==> src/rtl/ipm_pkg.sv <==
package ipm_pkg;
  localparam int PRI_W  = 3;
  localparam int DATA_W = 16;
  localparam int ADDR_W = 3;

  typedef logic [PRI_W-1:0] pri_t;

  localparam logic [ADDR_W-1:0] ADDR_MASK = 3'd4;
  localparam logic [ADDR_W-1:0] ADDR_THR  = 3'd5;
  localparam logic [ADDR_W-1:0] ADDR_ISR  = 3'd6;
  localparam int                CTRL_MSK  = 3;
  localparam pri_t              PRI_LOW   = 3'b111;
endpackage

==> src/rtl/ipm_regs.sv <==
module ipm_regs
  import ipm_pkg::*;
#(
  parameter int NUM_SRC = 3
) (
  input  logic                          clk_i,
  input  logic                          rst_ni,
  input  logic [ADDR_W-1:0]             addr_i,
  input  logic                          we_i,
  input  logic [DATA_W-1:0]             wdata_i,
  input  logic [NUM_SRC-1:0]            isr_i,
  output logic [DATA_W-1:0]             rdata_o,
  output logic [NUM_SRC-1:0][PRI_W-1:0] pri_o,
  output logic [NUM_SRC-1:0]            mask_o,
  output pri_t                          thr_o
);
  logic [NUM_SRC-1:0][PRI_W-1:0] pri_q;
  logic [NUM_SRC-1:0]            mask_q;
  pri_t                          thr_q;

  // Both mask views share one flop per source.
  always_ff @(posedge clk_i or negedge rst_ni) begin
    if (!rst_ni) begin
      for (int i = 0; i < NUM_SRC; i++) pri_q[i] <= PRI_LOW;
      mask_q <= '0;
      thr_q  <= PRI_LOW;
    end else if (we_i) begin
      for (int i = 0; i < NUM_SRC; i++) begin
        if (addr_i == ADDR_W'(i)) begin
          pri_q[i]  <= wdata_i[PRI_W-1:0];
          mask_q[i] <= wdata_i[CTRL_MSK];
        end
      end
      if (addr_i == ADDR_MASK) mask_q <= wdata_i[NUM_SRC-1:0];
      if (addr_i == ADDR_THR)  thr_q  <= wdata_i[PRI_W-1:0];
    end
  end

  always_comb begin
    rdata_o = '0;
    for (int i = 0; i < NUM_SRC; i++) begin
      if (addr_i == ADDR_W'(i)) begin
        rdata_o[PRI_W-1:0] = pri_q[i];
        rdata_o[CTRL_MSK]  = mask_q[i];
      end
    end
    if (addr_i == ADDR_MASK) rdata_o[NUM_SRC-1:0] = mask_q;
    if (addr_i == ADDR_THR)  rdata_o[PRI_W-1:0]   = thr_q;
    if (addr_i == ADDR_ISR)  rdata_o[NUM_SRC-1:0] = isr_i;
  end

  assign pri_o  = pri_q;
  assign mask_o = mask_q;
  assign thr_o  = thr_q;

  assert_thr_upper_zero_R2: assert property (@(posedge clk_i) disable iff (!rst_ni)
    (addr_i == ADDR_THR) |-> (rdata_o[DATA_W-1:PRI_W] == '0));

  assert_mask_view_write_R4: assert property (@(posedge clk_i) disable iff (!rst_ni)
    (we_i && addr_i == ADDR_MASK) |=> (mask_o == $past(wdata_i[NUM_SRC-1:0])));
endmodule

==> src/rtl/ipm_inservice.sv <==
module ipm_inservice
  import ipm_pkg::*;
#(
  parameter int NUM_SRC = 3,
  localparam int SRC_W  = (NUM_SRC > 1) ? $clog2(NUM_SRC) : 1
) (
  input  logic                          clk_i,
  input  logic                          rst_ni,
  input  logic                          set_i,
  input  logic [SRC_W-1:0]              set_src_i,
  input  logic                          clr_i,
  input  logic [SRC_W-1:0]              clr_src_i,
  input  logic [NUM_SRC-1:0][PRI_W-1:0] pri_i,
  output logic [NUM_SRC-1:0]            isr_o,
  output logic                          svc_any_o,
  output pri_t                          svc_lvl_o
);
  logic [NUM_SRC-1:0] isr_q, set_vec, clr_vec;

  always_comb begin
    set_vec = '0;
    clr_vec = '0;
    for (int i = 0; i < NUM_SRC; i++) begin
      if (set_i && set_src_i == SRC_W'(i)) set_vec[i] = 1'b1;
      if (clr_i && clr_src_i == SRC_W'(i)) clr_vec[i] = 1'b1;
    end
  end

  // Clear wins over set for the same source in one cycle.
  always_ff @(posedge clk_i or negedge rst_ni) begin
    if (!rst_ni) isr_q <= '0;
    else         isr_q <= (isr_q | set_vec) & ~clr_vec;
  end

  // Most urgent level currently in service.
  always_comb begin
    svc_lvl_o = PRI_LOW;
    for (int i = 0; i < NUM_SRC; i++)
      if (isr_q[i] && pri_i[i] < svc_lvl_o) svc_lvl_o = pri_i[i];
  end

  assign svc_any_o = |isr_q;
  assign isr_o     = isr_q;

  assert_ack_sets_R7: assert property (@(posedge clk_i) disable iff (!rst_ni)
    (set_i && !(clr_i && clr_src_i == set_src_i)) |=> isr_q[$past(set_src_i)]);

  assert_eoi_clears_R8: assert property (@(posedge clk_i) disable iff (!rst_ni)
    (clr_i && clr_src_i < SRC_W'(NUM_SRC)) |=> !isr_q[$past(clr_src_i)]);
endmodule

==> src/rtl/ipm_arbiter.sv <==
module ipm_arbiter
  import ipm_pkg::*;
#(
  parameter int NUM_SRC = 3,
  localparam int SRC_W  = (NUM_SRC > 1) ? $clog2(NUM_SRC) : 1
) (
  input  logic                          clk_i,
  input  logic                          rst_ni,
  input  logic [NUM_SRC-1:0]            req_i,
  input  logic [NUM_SRC-1:0]            mask_i,
  input  logic [NUM_SRC-1:0][PRI_W-1:0] pri_i,
  input  pri_t                          thr_i,
  input  logic                          svc_any_i,
  input  pri_t                          svc_lvl_i,
  output logic                          valid_o,
  output logic [SRC_W-1:0]              src_o
);
  logic [NUM_SRC-1:0] elig;
  logic [NUM_SRC-1:0] grant;
  pri_t               best;

  for (genvar g = 0; g < NUM_SRC; g++) begin : g_elig
    logic pass_thr, pass_svc;
    assign pass_thr = (pri_i[g] <= thr_i);
    assign pass_svc = !svc_any_i || (pri_i[g] < svc_lvl_i);
    assign elig[g]  = req_i[g] && !mask_i[g] && pass_thr && pass_svc;
  end

  // Strict compare keeps the lower index on ties.
  always_comb begin
    valid_o = 1'b0;
    src_o   = '0;
    best    = PRI_LOW;
    grant   = '0;
    for (int i = 0; i < NUM_SRC; i++) begin
      if (elig[i] && (!valid_o || pri_i[i] < best)) begin
        valid_o = 1'b1;
        src_o   = SRC_W'(i);
        best    = pri_i[i];
        grant   = '0;
        grant[i] = 1'b1;
      end
    end
  end

  assert_grant_onehot_R5: assert property (@(posedge clk_i) disable iff (!rst_ni)
    $onehot0(grant) && (valid_o == (grant != '0)));

  assert_grant_thr_R3: assert property (@(posedge clk_i) disable iff (!rst_ni)
    valid_o |-> (pri_i[src_o] <= thr_i) && !mask_i[src_o] && req_i[src_o]);

  assert_grant_svc_R9: assert property (@(posedge clk_i) disable iff (!rst_ni)
    (valid_o && svc_any_i) |-> (pri_i[src_o] < svc_lvl_i));
endmodule

==> src/rtl/ipm_ctrl.sv <==
module ipm_ctrl
  import ipm_pkg::*;
#(
  parameter int NUM_SRC = 3,
  localparam int SRC_W  = (NUM_SRC > 1) ? $clog2(NUM_SRC) : 1
) (
  input  logic               clk_i,
  input  logic               rst_ni,
  input  logic [NUM_SRC-1:0] req_i,
  input  logic [ADDR_W-1:0]  reg_addr_i,
  input  logic               reg_we_i,
  input  logic [DATA_W-1:0]  reg_wdata_i,
  output logic [DATA_W-1:0]  reg_rdata_o,
  input  logic               ack_i,
  input  logic               eoi_i,
  input  logic [SRC_W-1:0]   eoi_src_i,
  output logic               irq_o,
  output logic [SRC_W-1:0]   irq_src_o
);
  // Address map holds at most four control registers below ADDR_MASK.
  logic [NUM_SRC-1:0][PRI_W-1:0] pri;
  logic [NUM_SRC-1:0]            mask, isr;
  pri_t                          thr, svc_lvl;
  logic                          svc_any, win_valid;
  logic [SRC_W-1:0]              win_src;

  ipm_regs #(.NUM_SRC(NUM_SRC)) i_regs (
    .clk_i, .rst_ni,
    .addr_i(reg_addr_i), .we_i(reg_we_i), .wdata_i(reg_wdata_i),
    .isr_i(isr), .rdata_o(reg_rdata_o),
    .pri_o(pri), .mask_o(mask), .thr_o(thr)
  );

  ipm_inservice #(.NUM_SRC(NUM_SRC)) i_insvc (
    .clk_i, .rst_ni,
    .set_i(ack_i && irq_o), .set_src_i(irq_src_o),
    .clr_i(eoi_i), .clr_src_i(eoi_src_i),
    .pri_i(pri), .isr_o(isr),
    .svc_any_o(svc_any), .svc_lvl_o(svc_lvl)
  );

  ipm_arbiter #(.NUM_SRC(NUM_SRC)) i_arb (
    .clk_i, .rst_ni,
    .req_i, .mask_i(mask), .pri_i(pri), .thr_i(thr),
    .svc_any_i(svc_any), .svc_lvl_i(svc_lvl),
    .valid_o(win_valid), .src_o(win_src)
  );

  always_ff @(posedge clk_i or negedge rst_ni) begin
    if (!rst_ni) begin
      irq_o     <= 1'b0;
      irq_src_o <= '0;
    end else begin
      irq_o     <= win_valid;
      irq_src_o <= win_valid ? win_src : '0;
    end
  end

  assert_src_idle_zero_R10: assert property (@(posedge clk_i) disable iff (!rst_ni)
    !irq_o |-> (irq_src_o == '0));

  assert_src_in_range_R6: assert property (@(posedge clk_i) disable iff (!rst_ni)
    irq_o |-> (irq_src_o < SRC_W'(NUM_SRC)));
endmodule

==> config.mk <==
export PLATFORM = sky130hd
export DESIGN_NAME = ipm_ctrl
export DESIGN_NICKNAME = d
export VERILOG_FILES = /design/src/rtl/ipm_pkg.sv /design/src/rtl/ipm_regs.sv /design/src/rtl/ipm_inservice.sv /design/src/rtl/ipm_arbiter.sv /design/src/rtl/ipm_ctrl.sv
export SDC_FILE = /design/constraint.sdc
export NUM_CORES = 1
export LEC_CHECK = 0
export BUFFER_PORTS_ARGS = -buffer_cell sky130_fd_sc_hd__buf_2
export CAP_MARGIN = 10
export CORE_MARGIN = 3
export CORE_UTILIZATION = 46
export CTS_BUF_LIST = sky130_fd_sc_hd__clkbuf_8
export DETAILED_ROUTE_END_ITERATION = 10
export PLACE_DENSITY = 0.72
export SYNTH_ARGS = -nofsm -noshare
export SYNTH_HDL_FRONTEND = slang
export SYNTH_SLANG_ARGS = --single-unit
==> constraint.sdc <==
create_clock -name clk_i -period 4.42 [get_ports clk_i]
set_input_delay 0.221 -clock clk_i [delete_from_list [all_inputs] [get_ports clk_i]]
set_output_delay 0.221 -clock clk_i [all_outputs]
set_load 0.02 [all_outputs]
# Word-level counts from Yosys, hierarchy flattened

Cells that the tools add are included.

Add/sub/neg operators: 0
Multipliers: 0
Div/mod/pow operators: 0
$lt $le $gt $ge: 11
Eq/ne operators: 9
Shifts and indexed selects: 0
Mux-type cells: 27
Bitwise logic cells: 3
Reductions and logical operators: 46

Operators by type and width:

| kind                                          | count |
|---|---|
| two-way mux 3 bit                             | 9 |
| logical AND 1 bit                             | 21 |
| < comparator 3 bit                            | 7 |
| AND reduction 2 bit                           | 7 |
| two-way mux 1 bit                             | 13 |
| two-way mux 4 bit                             | 3 |
| == test 3 bit, second input constant          | 3 |
| less-or-equal comparator 3 bit                | 3 |
| logical NOT 1 bit                             | 6 |
| nonzero test 2 bit                            | 3 |
| logical OR 1 bit                              | 5 |
| == test 2 x 1 -> 1 bit, second input constant | 2 |
| == test 2 bit, second input constant          | 2 |
| logical NOT 2 bit                             | 2 |
| two-way mux 2 bit                             | 2 |
| AND 3 bit                                     | 1 |
| == test 3 x 1 -> 1 bit, second input constant | 1 |
| == test 3 x 2 -> 1 bit, second input constant | 1 |
| logical NOT 3 bit                             | 1 |
| < comparator 3 bit, second input constant     | 1 |
| NOT 3 bit                                     | 1 |
| OR 3 bit                                      | 1 |
| OR reduction 3 bit                            | 1 |

Flip-flop bits (word level): 21
Latch bits: 0
Bits in writable memories: 0
Bits in read-only memories: 0
Input port bits: 29
Output and inout port bits: 19
Word-level logic and storage cells: 106
Memories kept: 0

# Longest topological paths before layout

Word-level depth: 22
Depth in mapped cells: 20
Gate-level depth less buffers: 20

# Modules after synthesis

Synthesis repeated with hierarchy kept, for this count alone.

Cells, all modules: 229
Area, all modules: 2,285.9 µm²

Modules (own cells, without submodules):

| module        | times used | cells an instance | area each (µm²) | seq. area each (µm²) |
|---|---|---|---|---|
| ipm_regs      | 1          | 98                | 1,146.1         | 390.4 |
| ipm_arbiter   | 1          | 77                | 633.1           | 0.0 |
| ipm_inservice | 1          | 48                | 412.9           | 75.1 |
| ipm_ctrl      | 1          | 6                 | 93.8            | 75.1 |

# Least setup slack after synthesis

No wires, ideal clock.

Path kind: register -> register
From: reg i_regs.pri_q, in the netlist i_regs.pri_o[1]
To: reg irq_src_o[0]
Library setup time: 0.137 ns
Arrival time: 4.209 ns
Required time: 4.283 ns
Path slack: 0.074 ns
Cell stages (with the launch flop): 20
Path buffers: 1
Path through: dfstp_2 -> buf_2 -> and2b_1 -> o211a_2 -> maj3_2 -> o211ai_1 -> a21oi_1 -> o31a_1 -> and2b_1 -> ha_1 -> a21boi_0 -> o21a_1 -> o21ai_0 -> nand2_4 -> mux2_4 -> ha_1 -> a211oi_1 -> nand2_1 -> a221oi_2 -> a211oi_1

Cells in the longest elaborated chain, start to end: 22
Elaborated cells between the ends (all ways): 36
Classes of those cells: order compare (9); mux (11); reduce/logical (16)

RTL lines:

| what                                                           | line                | source |
|---|---|---|
| start, declared                                                | ipm_regs.sv:17      | `logic [NUM_SRC-1:0][PRI_W-1:0] pri_q;` |
| start signal, assigned by index                                | ipm_regs.sv:30      | `pri_q[i] <= wdata_i[PRI_W-1:0];` |
| < comparator 3 bit                                             | n/a                 |  |
| logical AND 1 bit                                              | ipm_inservice.sv:39 | `if (isr_q[i] && pri_i[i] < svc_lvl_o) svc_lvl_o = pri_i[i];` |
| two-way mux 3 bit                                              | ipm_inservice.sv:39 |  |
| < comparator 3 bit                                             | ipm_inservice.sv:39 |  |
| logical AND 1 bit                                              | ipm_inservice.sv:39 |  |
| two-way mux 3 bit                                              | ipm_inservice.sv:39 |  |
| < comparator 3 bit                                             | ipm_inservice.sv:39 |  |
| logical AND 1 bit                                              | ipm_inservice.sv:39 |  |
| [6 not listed]                                                 | n/a                 |  |
| logical OR 1 bit                                               | ipm_arbiter.sv:36   | `if (elig[i] && (!valid_o \|\| pri_i[i] < best)) begin` |
| logical AND 1 bit                                              | ipm_arbiter.sv:36   |  |
| two-way mux 3 bit / two-way mux 1 bit (equally long branches)  | ipm_arbiter.sv:36   |  |
| < comparator 3 bit / logical NOT 1 bit (equally long branches) | ipm_arbiter.sv:36   |  |
| logical OR 1 bit                                               | ipm_arbiter.sv:36   |  |
| logical AND 1 bit                                              | ipm_arbiter.sv:36   |  |
| two-way mux 2 bit / two-way mux 1 bit (equally long branches)  | ipm_arbiter.sv:36   |  |
| two-way mux 2 bit *                                            | ipm_ctrl.sv:55      | `irq_src_o <= win_valid ? win_src : '0;` |
| end signal, assigned                                           | ipm_ctrl.sv:55      |  |
| end, declared                                                  | ipm_ctrl.sv:18      | `output logic [SRC_W-1:0] irq_src_o` |

Every way passes the cells marked *; elsewhere a longest branch is shown, timed or not.
A chain may end at the register's enable or synchronous reset.

# Worst setup path after layout

Ends and elaborated chain as after synthesis.

==> impl_metrics.tcl <==
set metrics [dict create \
    syn_area_um2 2100 \
    slowest_delay_ps 600 \
    clk_pin_slew_ps 80 \
    seq_area_frac_synth 0.257 \
    crit_family "compound AO/OA/AOI/OAI gates" \
    synth-compound-area-share 0.283 \
    diodes 0 \
    synth_fa_ha_area_frac 0.0880 \
    regArea_um2 541 \
    nets 318 \
    ys_types 61 \
    crit_path_max_fanout 3 \
    wl_per_cell_um 16.7 \
    firstDrtPassIters 4 \
    gp_congestion 0.876 \
    maxSlewViolCount 0 \
    cts_tree "built" \
    via_per_inst 5.87 \
    yosys_register_bits 21 \
    synthMuxAreaShare 0.0648 \
    max_freq_ghz 0.235 \
    grt_setup_unrepaired "yes" \
    post-dp-hpwl_mm 4.09 \
    setup_violations 0 \
    design.core.area_um2 4200 \
    io_pins 48 \
    power_leakage_nw 1.08 \
    nFillCells 382 \
    rows 23 \
    post-route-util 0.572 \
    ir_drop_mv 0.341 \
    grt_pass1_wl_mm 8.56 \
    cts.htree.levels 1 \
    cts_max_path_buffers 2 \
    async_flop_share 1.00 \
    syn_to_final_growth_pct 14.3 \
    fin_crit_sh 0.964 \
    die_w_um 73.6 \
    numCtsBuffers 3 \
    required_ps 4550 \
    grt_pass1_vias 1779 \
    maxCapViolations 0 \
    clockRootBuffer "clkbuf_8" \
    antenna_found_initial 0 \
    synth_top_cell_by_area "dfstp_2" \
    critical_path_class "reg -> reg" \
    yosys_warnings 0 \
    cts.sinks 21 \
    synth_top_flop_cell "dfstp_2" \
    ant_nets 0 \
    power.density_nw_per_um2 517 \
    drive_above_1_share 0.302 \
    initial_core_util 0.501 \
    slowest_stage "dfstp_2" \
    synth_simple_gate_area_frac 0.210 \
    dieArea_um2 5420 \
    syn_avg_cell_area_um2 8.69 \
    synthCells 242 \
    drt-total-wl_mm 5.44 \
    final_common_cell "buf_2" \
    drc 0 \
    vias 1909 \
    die_h_um 73.6 \
    synthXorXnorAreaFrac 0 \
    grt_max_degree 22 \
    synth_top_family_by_area "compound AO/OA/AOI/OAI gates" \
    min_path_type "in -> reg" \
    finalCriticalPeriod_ps 4260 \
    numPortBuffers 23 \
    worstSetupEndpointType "register" \
    critPathArrivalTime_ps 4390 \
    cp_num_buf_inv 1 \
    finalSetupTns_ps 0 \
    drtIter0Drc 138 \
    cp_cell_sequence "and2b_2, o211a_4, maj3_2, o211ai_1, a21oi_1, o31a_1, and2b_1, ha_1, a21boi_1, o21a_1, o21ai_1, buf_4, nand2_4, mux2_4, ha_4, a211oi_2, nand2_1, a221oi_2, a211oi_1" \
    overflow 0 \
    clk_latency_ps 260 \
    hold_viol 0 \
    synth-edff-count 0 \
    status "finished, final reports clean" \
    final_cell_mix "buf_2, nand2_1, inv_1" \
    critPathLaunchType "register" \
    clock_skew_ps 5.93 \
    synthTopCellsByArea "dfstp_2, dfrtp_1, ha_1, buf_4, o21ai_0" \
    track_usage 0.204 \
    multiInputGateArea_um2 1440 \
    synth_top_area_share 0.150 \
]
==> cells in the mapped netlist, drive strengths merged, types with 3 or more instances <==
cell type and instances:
and2 6, nor2b 10, nor3 3, nand3 5, a211oi 8, mux2i 5, inv 16, o211ai 3
buf 17, clkbuf 5, a21oi 14, mux2 7, ha 13, nand2 19, nand2b 5, a21o 6
a31oi 8, nor2 13, o21a 4, o21ai 15, nand4b 3, dfstp 12, dfrtp 9
==> layout make-up <==
class	count	share of cell area
timing repair buffer	40	0.107
tap	50	0.0260
clock buffer	3	0.0172
inverter	16	0.0250
sequential	21	0.225
multi-input combinational	194	0.598
clock inverter	1	0.00156
==> routing by layer <==
layer / GRT usage / part of all wire / up-vias
li1: - / - / 936
met1: 0.275 / 0.46 / 900
met2: 0.343 / 0.48 / 65
met3: 0.0233 / 0.050 / 8
met4: 0.0604 / 0.017 / 0
met5: 0 / 0 / -
==> sequential cells by signal, summed over array words and instances (netlist names) <==
register,count
i_insvc.isr_o,3
i_regs.mask_o,3
i_regs.pri_o,9
i_regs.thr_o,3
irq_o,1
irq_src_o,2
==> repair_timing <==
| action | CTS | global route |
|---|---|---|
| hold buffers | 1 | 0 |
| gates resized for setup | 0 | 9 |
| setup buffers | 2 | 2 |
| endpoints found under the setup margin | 1 | 2 |
| pin swaps | 0 | 6 |
| hold endpoints to repair | 9 | 0 |
==> path summary, 6_finish.rpt <==
path / start / end / slack (ps) / cells past startpoint
worst max-delay path: i_regs.pri_o[1]$_DFFE_PN1P_ / irq_src_o[0]$_DFF_PN0_ / 160 / 19
worst min-delay path: eoi_i / i_insvc.isr_o[1]$_DFF_PN0_ / 170 / 2
worst max register to register: i_regs.pri_o[1]$_DFFE_PN1P_ / irq_src_o[0]$_DFF_PN0_ / 160 / 19
worst min register to register: i_regs.thr_o[2]$_DFFE_PN1P_ / i_regs.thr_o[2]$_DFFE_PN1P_ / 510 / 2
max in group asynchronous: rst_ni / i_regs.pri_o[0]$_DFFE_PN1P_ / 3620 / 2
min in group asynchronous: rst_ni / i_insvc.isr_o[1]$_DFF_PN0_ / 450 / 2
==> worst register-to-register path, cell delays in order, from the launching register on <==
cell      delay (ps)
dfstp_2          600
and2b_2          270
o211a_4          240
maj3_2           310
o211ai_1         170
a21oi_1          100
o31a_1           300
and2b_1          180
ha_1             280
a21boi_1         130
o21a_1           170
o21ai_1          130
buf_4            130
nand2_4           60
mux2_4           310
ha_4             220
a211oi_2         180
nand2_1           80
a221oi_2         220
a211oi_1          70
==> power by group <==
part | total (mW) | internal, mW | switching, mW
clock network | 0.122 | 0.0618 | 0.0600
registers | 0.362 | 0.263 | 0.0989
logic | 0.759 | 0.365 | 0.393
==> logic make-up (layout without fill, tap and decap cells) <==
group	after synthesis	in the layout
simple gates	75	75
buf+inv	38	60
fa+ha+maj	15	15
flops	21	21
mux	12	12
other cells	1	12
compound gates	80	80
==> per-stage QoR <==
step / area [um^2] / power (mW) / worst slack (ps) / instances / hold slack, ps
CTS: 2350 / 1.19 / 22.8 / 323 / 165
detailed placement: 2270 / 1.06 / 25.7 / 316 / 202
finish: 2400 / 1.24 / 160 / 325 / 168
floorplan: 2140 / 0.866 / 74.2 / 253 / -74.6
global placement: 2270 / 1.04 / 40.5 / 316 / 196
global route: 2400 / 1.34 / -80.8 / 325 / 160
(Power assumes the default switching activity.)
